`src/rtl/chan_seq_pkg.sv`:
```
package chan_seq_pkg;
  typedef enum logic [1:0] {
    ST_IDLE  = 2'd0,
    ST_ISSUE = 2'd1,
    ST_WAIT  = 2'd2
  } seq_state_t;
endpackage

```
`src/rtl/cs_trigger.sv`:
```
// Qualifies trigger inputs against the selected source and derives run mode.
module cs_trigger (
  input  logic int_trig,
  input  logic ext_trig,
  input  logic ext_trig_en,
  input  logic auto_mode,
  input  logic busy,
  output logic pass_begin,
  output logic cont_mode
);
  logic int_ok;
  logic ext_ok;

  always_comb begin
    int_ok     = int_trig & ~ext_trig_en;
    ext_ok     = ext_trig & ext_trig_en & ~busy;
    pass_begin = int_ok | ext_ok;
    cont_mode  = auto_mode & ~ext_trig_en;
  end
endmodule

```
`src/rtl/cs_range.sv`:
```
// Holds the current channel and the sampled final channel of the window.
module cs_range #(
  parameter int AW = 4
) (
  input  logic          clk,
  input  logic          rst_n,
  input  logic [AW-1:0] start_addr,
  input  logic [AW-1:0] end_addr,
  input  logic          load,
  input  logic          advance,
  output logic [AW-1:0] cur_ch,
  output logic          at_last
);
  logic [AW-1:0] cur_q, cur_d;
  logic [AW-1:0] last_q, last_d;
  logic [AW-1:0] span_end;
  logic          reg_en;

  always_comb begin
    span_end = (end_addr > start_addr) ? end_addr : start_addr;
    cur_d    = cur_q;
    last_d   = last_q;
    if (load) begin
      cur_d  = start_addr;
      last_d = span_end;
    end else if (advance) begin
      cur_d  = cur_q + 1'b1;
    end
    reg_en = load | advance;
  end

  always_ff @(posedge clk or negedge rst_n) begin
    if (!rst_n) begin
      cur_q  <= '0;
      last_q <= '0;
    end else if (reg_en) begin
      cur_q  <= cur_d;
      last_q <= last_d;
    end
  end

  assign cur_ch  = cur_q;
  assign at_last = (cur_q == last_q);
endmodule

```
`src/rtl/cs_fsm.sv`:
```
// Issue / wait control loop of the sequencer.
module cs_fsm
  import chan_seq_pkg::*;
(
  input  logic clk,
  input  logic rst_n,
  input  logic pass_begin,
  input  logic cont_mode,
  input  logic conv_done,
  input  logic at_last,
  output logic busy,
  output logic issue,
  output logic done_hit
);
  seq_state_t st_q, st_d;
  logic       st_en;

  always_comb begin
    st_d = st_q;
    if (pass_begin) begin
      st_d = ST_ISSUE;
    end else begin
      case (st_q)
        ST_IDLE:  st_d = ST_IDLE;
        ST_ISSUE: st_d = ST_WAIT;
        ST_WAIT:  if (conv_done) st_d = (at_last && !cont_mode) ? ST_IDLE : ST_ISSUE;
        default:  st_d = ST_IDLE;
      endcase
    end
    st_en = (st_d != st_q);
  end

  always_ff @(posedge clk or negedge rst_n) begin
    if (!rst_n) begin
      st_q <= ST_IDLE;
    end else if (st_en) begin
      st_q <= st_d;
    end
  end

  assign busy     = (st_q != ST_IDLE);
  assign issue    = (st_q == ST_ISSUE);
  assign done_hit = (st_q == ST_WAIT) && conv_done;
endmodule

```
`src/rtl/chan_sequencer.sv`:
```
module chan_sequencer #(
  parameter int AW = 4
) (
  input  logic          clk,
  input  logic          rst_n,
  input  logic [AW-1:0] start_addr,
  input  logic [AW-1:0] end_addr,
  input  logic          auto_mode,
  input  logic          ext_trig_en,
  input  logic          int_trig,
  input  logic          ext_trig,
  input  logic          conv_done,
  output logic          conv_start,
  output logic [AW-1:0] conv_chan,
  output logic          done_valid,
  output logic [AW-1:0] done_chan,
  output logic          done_last,
  output logic          busy
);
  logic          pass_begin;
  logic          cont_mode;
  logic          at_last;
  logic          done_hit;
  logic          issue;
  logic          load;
  logic          advance;
  logic [AW-1:0] cur_ch;

  cs_trigger u_trig (
    .int_trig    (int_trig),
    .ext_trig    (ext_trig),
    .ext_trig_en (ext_trig_en),
    .auto_mode   (auto_mode),
    .busy        (busy),
    .pass_begin  (pass_begin),
    .cont_mode   (cont_mode)
  );

  cs_fsm u_fsm (
    .clk        (clk),
    .rst_n      (rst_n),
    .pass_begin (pass_begin),
    .cont_mode  (cont_mode),
    .conv_done  (conv_done),
    .at_last    (at_last),
    .busy       (busy),
    .issue      (issue),
    .done_hit   (done_hit)
  );

  always_comb begin
    load    = pass_begin | (done_hit & at_last & cont_mode);
    advance = done_hit & ~at_last & ~pass_begin;
  end

  cs_range #(.AW(AW)) u_range (
    .clk        (clk),
    .rst_n      (rst_n),
    .start_addr (start_addr),
    .end_addr   (end_addr),
    .load       (load),
    .advance    (advance),
    .cur_ch     (cur_ch),
    .at_last    (at_last)
  );

  assign conv_start = issue;
  assign conv_chan  = cur_ch;
  assign done_valid = done_hit;
  assign done_chan  = cur_ch;
  assign done_last  = done_hit & at_last;
endmodule

```
`config.mk`:
```
export PLATFORM = sky130hd
export DESIGN_NAME = chan_sequencer
export DESIGN_NICKNAME = d
export VERILOG_FILES = /design/src/rtl/chan_seq_pkg.sv /design/src/rtl/cs_trigger.sv /design/src/rtl/cs_range.sv /design/src/rtl/cs_fsm.sv /design/src/rtl/chan_sequencer.sv
export SDC_FILE = /design/constraint.sdc
export NUM_CORES = 1
export LEC_CHECK = 0
export ABC_AREA = 1
export BUFFER_PORTS_ARGS = -buffer_cell sky130_fd_sc_hd__buf_4
export CORE_MARGIN = 1.5
export CORE_UTILIZATION = 49
export DETAILED_ROUTE_END_ITERATION = 12
export PLACE_DENSITY = 0.85
export SLEW_MARGIN = 30
export SYNTH_ARGS = -nofsm -noshare
export SYNTH_HDL_FRONTEND = slang
export SYNTH_HIERARCHICAL = 1
export SYNTH_SLANG_ARGS = --single-unit
```
`constraint.sdc`:
```
create_clock -name clk -period 2.15 [get_ports clk]
set_input_delay 0.215 -clock clk [delete_from_list [all_inputs] [get_ports clk]]
set_output_delay 0.215 -clock clk [all_outputs]
set_load 0.1 [all_outputs]
```
==> impl_summary.txt, run 1 <==
----------------------------------------------------
[Run status]
  Run status ... finished, final reports clean

[Logic synthesis]
  Synth warnings ... 6
  Cell count after synthesis ... about 120
  Register area share after synthesis ... between 30% and 40%
  Mean Syn Cell Area ... 7.13 um^2
  Post-synthesis register bit count ... 10
  Most repeated cell in the gate-level netlist after synthesis ... sky130_fd_sc_hd__nand2_1
  Async S/R FF share, synth ... 100%
  Nets in the synthesized netlist ... 140
  Most used flip-flop cell after synthesis ... sky130_fd_sc_hd__dfrtp_1
  EDFF count, synth ... 0
  Post-Synthesis Cell Area ... 827 um^2
  Unique cell type count in the Yosys netlist ... 19
  Leading post-synthesis cells by cell area ... sky130_fd_sc_hd__dfrtp_1 30%, sky130_fd_sc_hd__ha_1 14%, sky130_fd_sc_hd__nand2_1 14%, sky130_fd_sc_hd__inv_1 11%, sky130_fd_sc_hd__nand3_1 9.1%
  Most frequent cells after synthesis ... 30 x sky130_fd_sc_hd__nand2_1, 25 x sky130_fd_sc_hd__inv_1, 15 x sky130_fd_sc_hd__nand3_1
  Post-synthesis cell type with the largest combined area ... sky130_fd_sc_hd__dfrtp_1
  Share of the synthesized area in the top cell type ... a little under a third

[Place]
  Routability Congestion ... 0.814
  Post-DP HPWL ... 1470 um
  Total of buffers placed on input and output ports ... 26
  Worst-case setup slack after placement ... between 0.2 and 0.25 ns
  Placed cells ... ~150

[Drt]
  Average detailed-routed wire length per instance ... between 10 and 15 um
  DRC Markers ... 0
  Wire length after detailed routing ... 1710 um
  Total iterations of the first detailed-routing run ... 4
  Starting DRT DRC Count ... 6
  Via total after detailed routing ... between 700 and 800
  Average vias per placed instance ... 5.01
  Post-route ant nets ... 0

[Floorplanning]
  Core region area ... 0.00154 mm^2
  Initial cell density of the core ... 53.7%
  Number of core rows ... 14
  Vert. Die Dim ... approximately 44 um
  Total die area ... 0.00194 mm^2
  Horizontal extent of the die ... 44.1 um
  Top-Level Pins ... 27

[Global route]
  Final global-route overflow total ... 0
  Via count of the first global-routing pass ... between 700 and 800
  Antenna violations before repair ... 0
  Pin count of the biggest net entering global routing ... 11
  GRT Total Usage ... 19.3%
  Wire length of the first global-routing pass ... 2800 um

[Clock network]
  CTS Root Buffer Type ... sky130_fd_sc_hd__clkbuf_4
  CTS max path bufs ... 2
  CTS HTree Levels ... 1
  Total clock buffers created by CTS ... 3
  Clock-pin transition on the worst setup and hold timing paths ... 0.06 ns
  CTS tree ... built
  Count of buffers added by post-CTS timing repair for setup ... 0
  TritonCTS sink count ... 10
  Latest clock arrival within the worst-skew pair ... between 0.2 and 0.3 ns

[Cells and area]
  Antenna diodes ... 0
  Area added between synthesis and finish ... 27.7%
  Final cell count without fillers ... ~160
  Net count, final ... around 170
  Total of fill cells in the finished design ... 132
  Fraction of layout cells with a size suffix above 1 ... 26.8%

[Worst hold path]
  Type of the worst min-delay path ... primary input to flip-flop
  Startpoint of the lowest-slack hold path ... start_addr[3]

[Setup path]
  Reg2reg start ... u_range/cur_ch[2]
  Critical path start-end classification ... flip-flop to output port
  Critical path peak fanout ... 6
  Setup crit start ... u_range/cur_ch[2]
  WP data arrival ... ~1.8 ns
  Required time at the worst-slack endpoint ... 1.93 ns
  Critical path capture point type ... output port
  Startpoint types ... flip-flop

[Timing]
  Maximum achievable frequency ... 494 MHz
  Worst rel slew slack ... about 76%
  Final cycle utilization of the critical path ... 94.1%
  Final hold violation count ... 0
  Slew of the pin with the lowest slew margin ... between 0.3 and 0.4 ns
  Setup violation total in the final timing report ... 0
  Final Critical Period ... 2.02 ns
  Final worst-path setup slack ... 0.127 ns
  Final max-slew violation count ... 0
  Unrepaired setup endpoints after global routing ... false
  Setup tns final ... 0 ns
  Clock tree skew after final layout ... 0.00625 ns
  Worst hold slack after final layout ... 0.222 ns

[Pwr]
  Net Switching ... 483 uW
  Max rail drop VDD ... approximately 570 uV
  Power density cells ... 861 mW/mm^2
  Overall power after layout ... 910 uW
  Leak ... 0.000600 uW
  Share of total power in sequential cells ... 29.6%
  Combinational cell fraction of total power ... 55.8%
  Clock power share ... 14.5%
  Internal power summed over all cells ... 427 uW
  Switching Fraction ... a little over half

[Run]
  Maxcap violations ... 0

----------------------------------------------------
-- registers in the layout, summed over array words and instances (netlist names) --
register / flops
u_fsm/st_q: 2
u_range/cur_ch: 4
u_range/last_q: 4
-- cell families after synthesis --
kind of cell,share of synthesized area [%]
adder cells (fa/ha/maj),13.6
AND/OR/NAND/NOR,26.8
buffers and inverters,16.8
AO/OA/AOI/OAI,6.20
flip-flops,30.3
XOR/XNOR,6.35
-- area by class of cell --
class	count	area [um^2]	area share, %
timing repair buffer	27	205	19.4
tap	16	20.0	1.90
clock buffer	4	26.3	2.49
sequential	10	255	24.2
inverter	26	105	9.95
multi-input combinational	75	444	42.1
-- routing by layer --
layer	share of wire [%]	routed length, um	GRT usage, %	vias up
li1	-	-	-	405
met1	44	758	22.7	356
met2	48	815	33.5	27
met3	6.4	110	2.45	3
met4	1.3	23	11.5	0
met5	0	0	0	-
-- timing repair --
item,CTS,global route
hold endpoints to repair,10,0
hold buffers,1,0
resized for setup,0,0
-- final timing paths --
| check | to | slack, ns | cells after the start |
|---|---|---|---|
| max | done_last | 0.13 | 5 |
| min | u_range/cur_ch[3] | 0.22 | 3 |
| max reg2reg | u_range/cur_ch[2] | 0.18 | 8 |
| min reg2reg | u_range/last_q[3] | 0.52 | 2 |
| max in group asynchronous | u_range/cur_ch[1] | 1.69 | 2 |
| min in group asynchronous | u_range/cur_ch[2] | 0.30 | 2 |
-- worst max-delay path: stages (launching register included) --
cell	delay [ns]
sky130_fd_sc_hd__dfrtp_2	0.45
sky130_fd_sc_hd__xor2_1	0.18
sky130_fd_sc_hd__nor4_2	0.40
sky130_fd_sc_hd__nand2_1	0.15
sky130_fd_sc_hd__clkinvlp_4	0.08
sky130_fd_sc_hd__buf_4	0.27
-- power groups by stage --
stage               registers (uW)  clock network (uW)  logic (uW)
global route                   274                 148         539
global placement               270                   0         499
finish                         270                 132         508
detailed placement             273                   0         506
floorplan                      366                   0         319
CTS                            269                 138         508
-- cell usage in the layout, fill, tap and decap left out, types with 2 or more instances in the layout --
| cell type | synthesis | final |
|---|---|---|
| sky130_fd_sc_hd__a21oi_1 | 2 | 2 |
| sky130_fd_sc_hd__a22oi_1 | 2 | 2 |
| sky130_fd_sc_hd__buf_4 | 4 | 26 |
| sky130_fd_sc_hd__clkbuf_4 | 0 | 3 |
| sky130_fd_sc_hd__clkinvlp_4 | 0 | 2 |
| sky130_fd_sc_hd__dfrtp_1 | 10 | 6 |
| sky130_fd_sc_hd__dfrtp_2 | 0 | 4 |
| sky130_fd_sc_hd__ha_1 | 9 | 9 |
| sky130_fd_sc_hd__inv_1 | 25 | 23 |
| sky130_fd_sc_hd__nand2_1 | 30 | 30 |
| sky130_fd_sc_hd__nand3_1 | 15 | 15 |
| sky130_fd_sc_hd__nor2_1 | 4 | 4 |
| sky130_fd_sc_hd__o21ai_0 | 2 | 2 |
| sky130_fd_sc_hd__xor2_1 | 5 | 5 |
-- metrics by stage --
step | instance area [um^2] | utilization (%)
3_3_place_gp | 1020 | 66.2
2_1_floorplan | 846 | -
5_1_grt | 1060 | 68.5
3_5_place_dp | 1020 | 66.2
6_report | 1060 | 68.5
4_1_cts | 1060 | 68.5
(Power assumes the default switching activity.)
==> inputs of run 2 (changes only) <==
- CORE_MARGIN: 1.5 -> default
==> run 2 against run 1 <==
Against the previous run:
- flip-flop and latch count unchanged
- worst hold slack worse by 0.0046 ns
- die area down 4.5%
- first-iteration DRC count up 33%
==> impl_summary.txt, run 2 (synthesized netlist as in run 1, its figures left out) <==
----------------------------------------------------
[Cells and area]
  Post-route core utilization ... 69.3%
  Fraction of layout cells with a size suffix above 1 ... around 28%
  Area added between synthesis and finish ... 29.2%
  Antenna diodes ... 0
  Most common library cell in the layout ignoring fill and taps ... sky130_fd_sc_hd__nand2_1
  Net count, final ... 167
  Top library cells by usage in the layout, fill and taps aside ... 29 x sky130_fd_sc_hd__nand2_1, 26 x sky130_fd_sc_hd__buf_4, 23 x sky130_fd_sc_hd__inv_1

[Drt]
  Total iterations of the first detailed-routing run ... 4
  Wire length after detailed routing ... 1650 um
  Post-route ant nets ... 0
  Average vias per placed instance ... 5.01
  Via total after detailed routing ... 792
  Average detailed-routed wire length per instance ... 10.5 um
  DRC Markers ... 0
  Starting DRT DRC Count ... 8

[Clock network]
  Latest clock arrival within the worst-skew pair ... 0.26 ns
  CTS tree ... built
  Total clock buffers created by CTS ... 3
  TritonCTS sink count ... 10
  CTS HTree Levels ... 1
  Count of buffers added by post-CTS timing repair for setup ... 0
  CTS Root Buffer Type ... sky130_fd_sc_hd__clkbuf_4
  Clock-pin transition on the worst setup and hold timing paths ... around 0.07 ns
  CTS max path bufs ... 2

[Place]
  Total of buffers placed on input and output ports ... 26
  Worst-case setup slack after placement ... 0.176 ns
  Post-DP HPWL ... roughly 1400 um
  Routability Congestion ... 0.785

[Timing]
  Final hold violation count ... 0
  Final Critical Period ... around 2.0 ns
  Worst rel slew slack ... 74.6%
  Slew of the pin with the lowest slew margin ... about 0.38 ns
  Unrepaired setup endpoints after global routing ... false
  Clock tree skew after final layout ... 0.00553 ns
  Final cycle utilization of the critical path ... a little over nine tenths
  Final max-slew violation count ... 0
  Maximum achievable frequency ... 491 MHz
  Final worst-path setup slack ... about 0.12 ns
  Setup violation total in the final timing report ... 0
  Setup tns final ... 0 ns

[Floorplanning]
  Number of core rows ... 14
  Top-Level Pins ... 27
  Initial cell density of the core ... a little over half
  Horizontal extent of the die ... around 43 um
  Vert. Die Dim ... between 40 and 50 um
  Core region area ... about 0.0015 mm^2
  Total die area ... 0.00186 mm^2

[Pwr]
  Max rail drop VDD ... 504 uV
  Power density cells ... 879 mW/mm^2
  Leak ... 0.000606 uW

[Global route]
  Antenna violations before repair ... 0
  Final global-route overflow total ... 0
  Wire length of the first global-routing pass ... between 2000 and 3000 um
  Via count of the first global-routing pass ... around 700
  GRT Total Usage ... 20.4%
  Pin count of the biggest net entering global routing ... 11

[Worst hold path]
  Type of the worst min-delay path ... primary input to flip-flop

[Setup path]
  Critical path peak fanout ... 6
  Required time at the worst-slack endpoint ... ~1.9 ns
  Critical path capture point type ... output port
  Critical path start-end classification ... flip-flop to output port
  WP data arrival ... 1.82 ns
  Startpoint types ... flip-flop

[Run]
  Maxcap violations ... 0

[Run status]
  Run status ... finished, final reports clean

----------------------------------------------------
[run 2: timing repair]
action	4_1_cts	5_1_grt
gates resized for setup	0	1
hold endpoints to repair	10	0
setup endpoints to repair	0	1
hold buffers	1	0
[run 2: worst max-delay path, cell delays in order, from the launching register on]
cell,delay [ns]
sky130_fd_sc_hd__dfrtp_2,0.45
sky130_fd_sc_hd__xor2_1,0.18
sky130_fd_sc_hd__nor4_2,0.41
sky130_fd_sc_hd__nand2_1,0.15
sky130_fd_sc_hd__clkinvlp_4,0.08
sky130_fd_sc_hd__buf_4,0.27
[run 2: worst paths after layout]
| path | startpoint | depth (start not counted) | slack (ns) | end |
|---|---|---|---|---|
| setup / recovery | u_range/cur_ch[2] | 5 | 0.12 | done_last |
| hold / removal | start_addr[3] | 3 | 0.22 | u_range/cur_ch[3] |
| setup reg to reg | u_range/cur_ch[2] | 8 | 0.23 | u_range/cur_ch[2] |
| hold reg to reg | u_range/last_q[3] | 2 | 0.51 | u_range/last_q[3] |
| max in group asynchronous | rst_n | 2 | 1.69 | u_range/cur_ch[2] |
| min in group asynchronous | rst_n | 2 | 0.31 | u_range/last_q[1] |
[run 2: power by group]
part / internal (uW) / total, uW / switching [uW]
logic: 129 / 508 / 379
clock network: 103 / 163 / 60.6
registers: 225 / 268 / 42.9
total: 457 / 940 / 482
[run 2: final cells by class]
type | count | area, um^2
fillers | 133 | 473
repair buffers | 27 | 205
well taps | 16 | 20.0
inverters | 26 | 105
multi-input cells | 75 | 447
clock buffers | 4 | 36.3
flip-flops and latches | 10 | 255
[run 2: per-layer routing]
layer	GRT usage, %	wire [um]	vias to the layer above
li1	-	-	408
met1	26.4	763	364
met2	32.2	805	20
met3	4.26	84	0
met4	9.09	0	0
met5	0	0	-
[run 2: through the flow]
stage               cells  cell area, um^2  hold slack (ns)  total power [uW]
floorplan             116              846          -0.0806               685
global placement      153             1020           0.0463               768
detailed placement    153             1020           0.0489               777
CTS                   158             1070            0.209               946
global route          158             1070            0.216               997
finish                158             1070            0.218               940
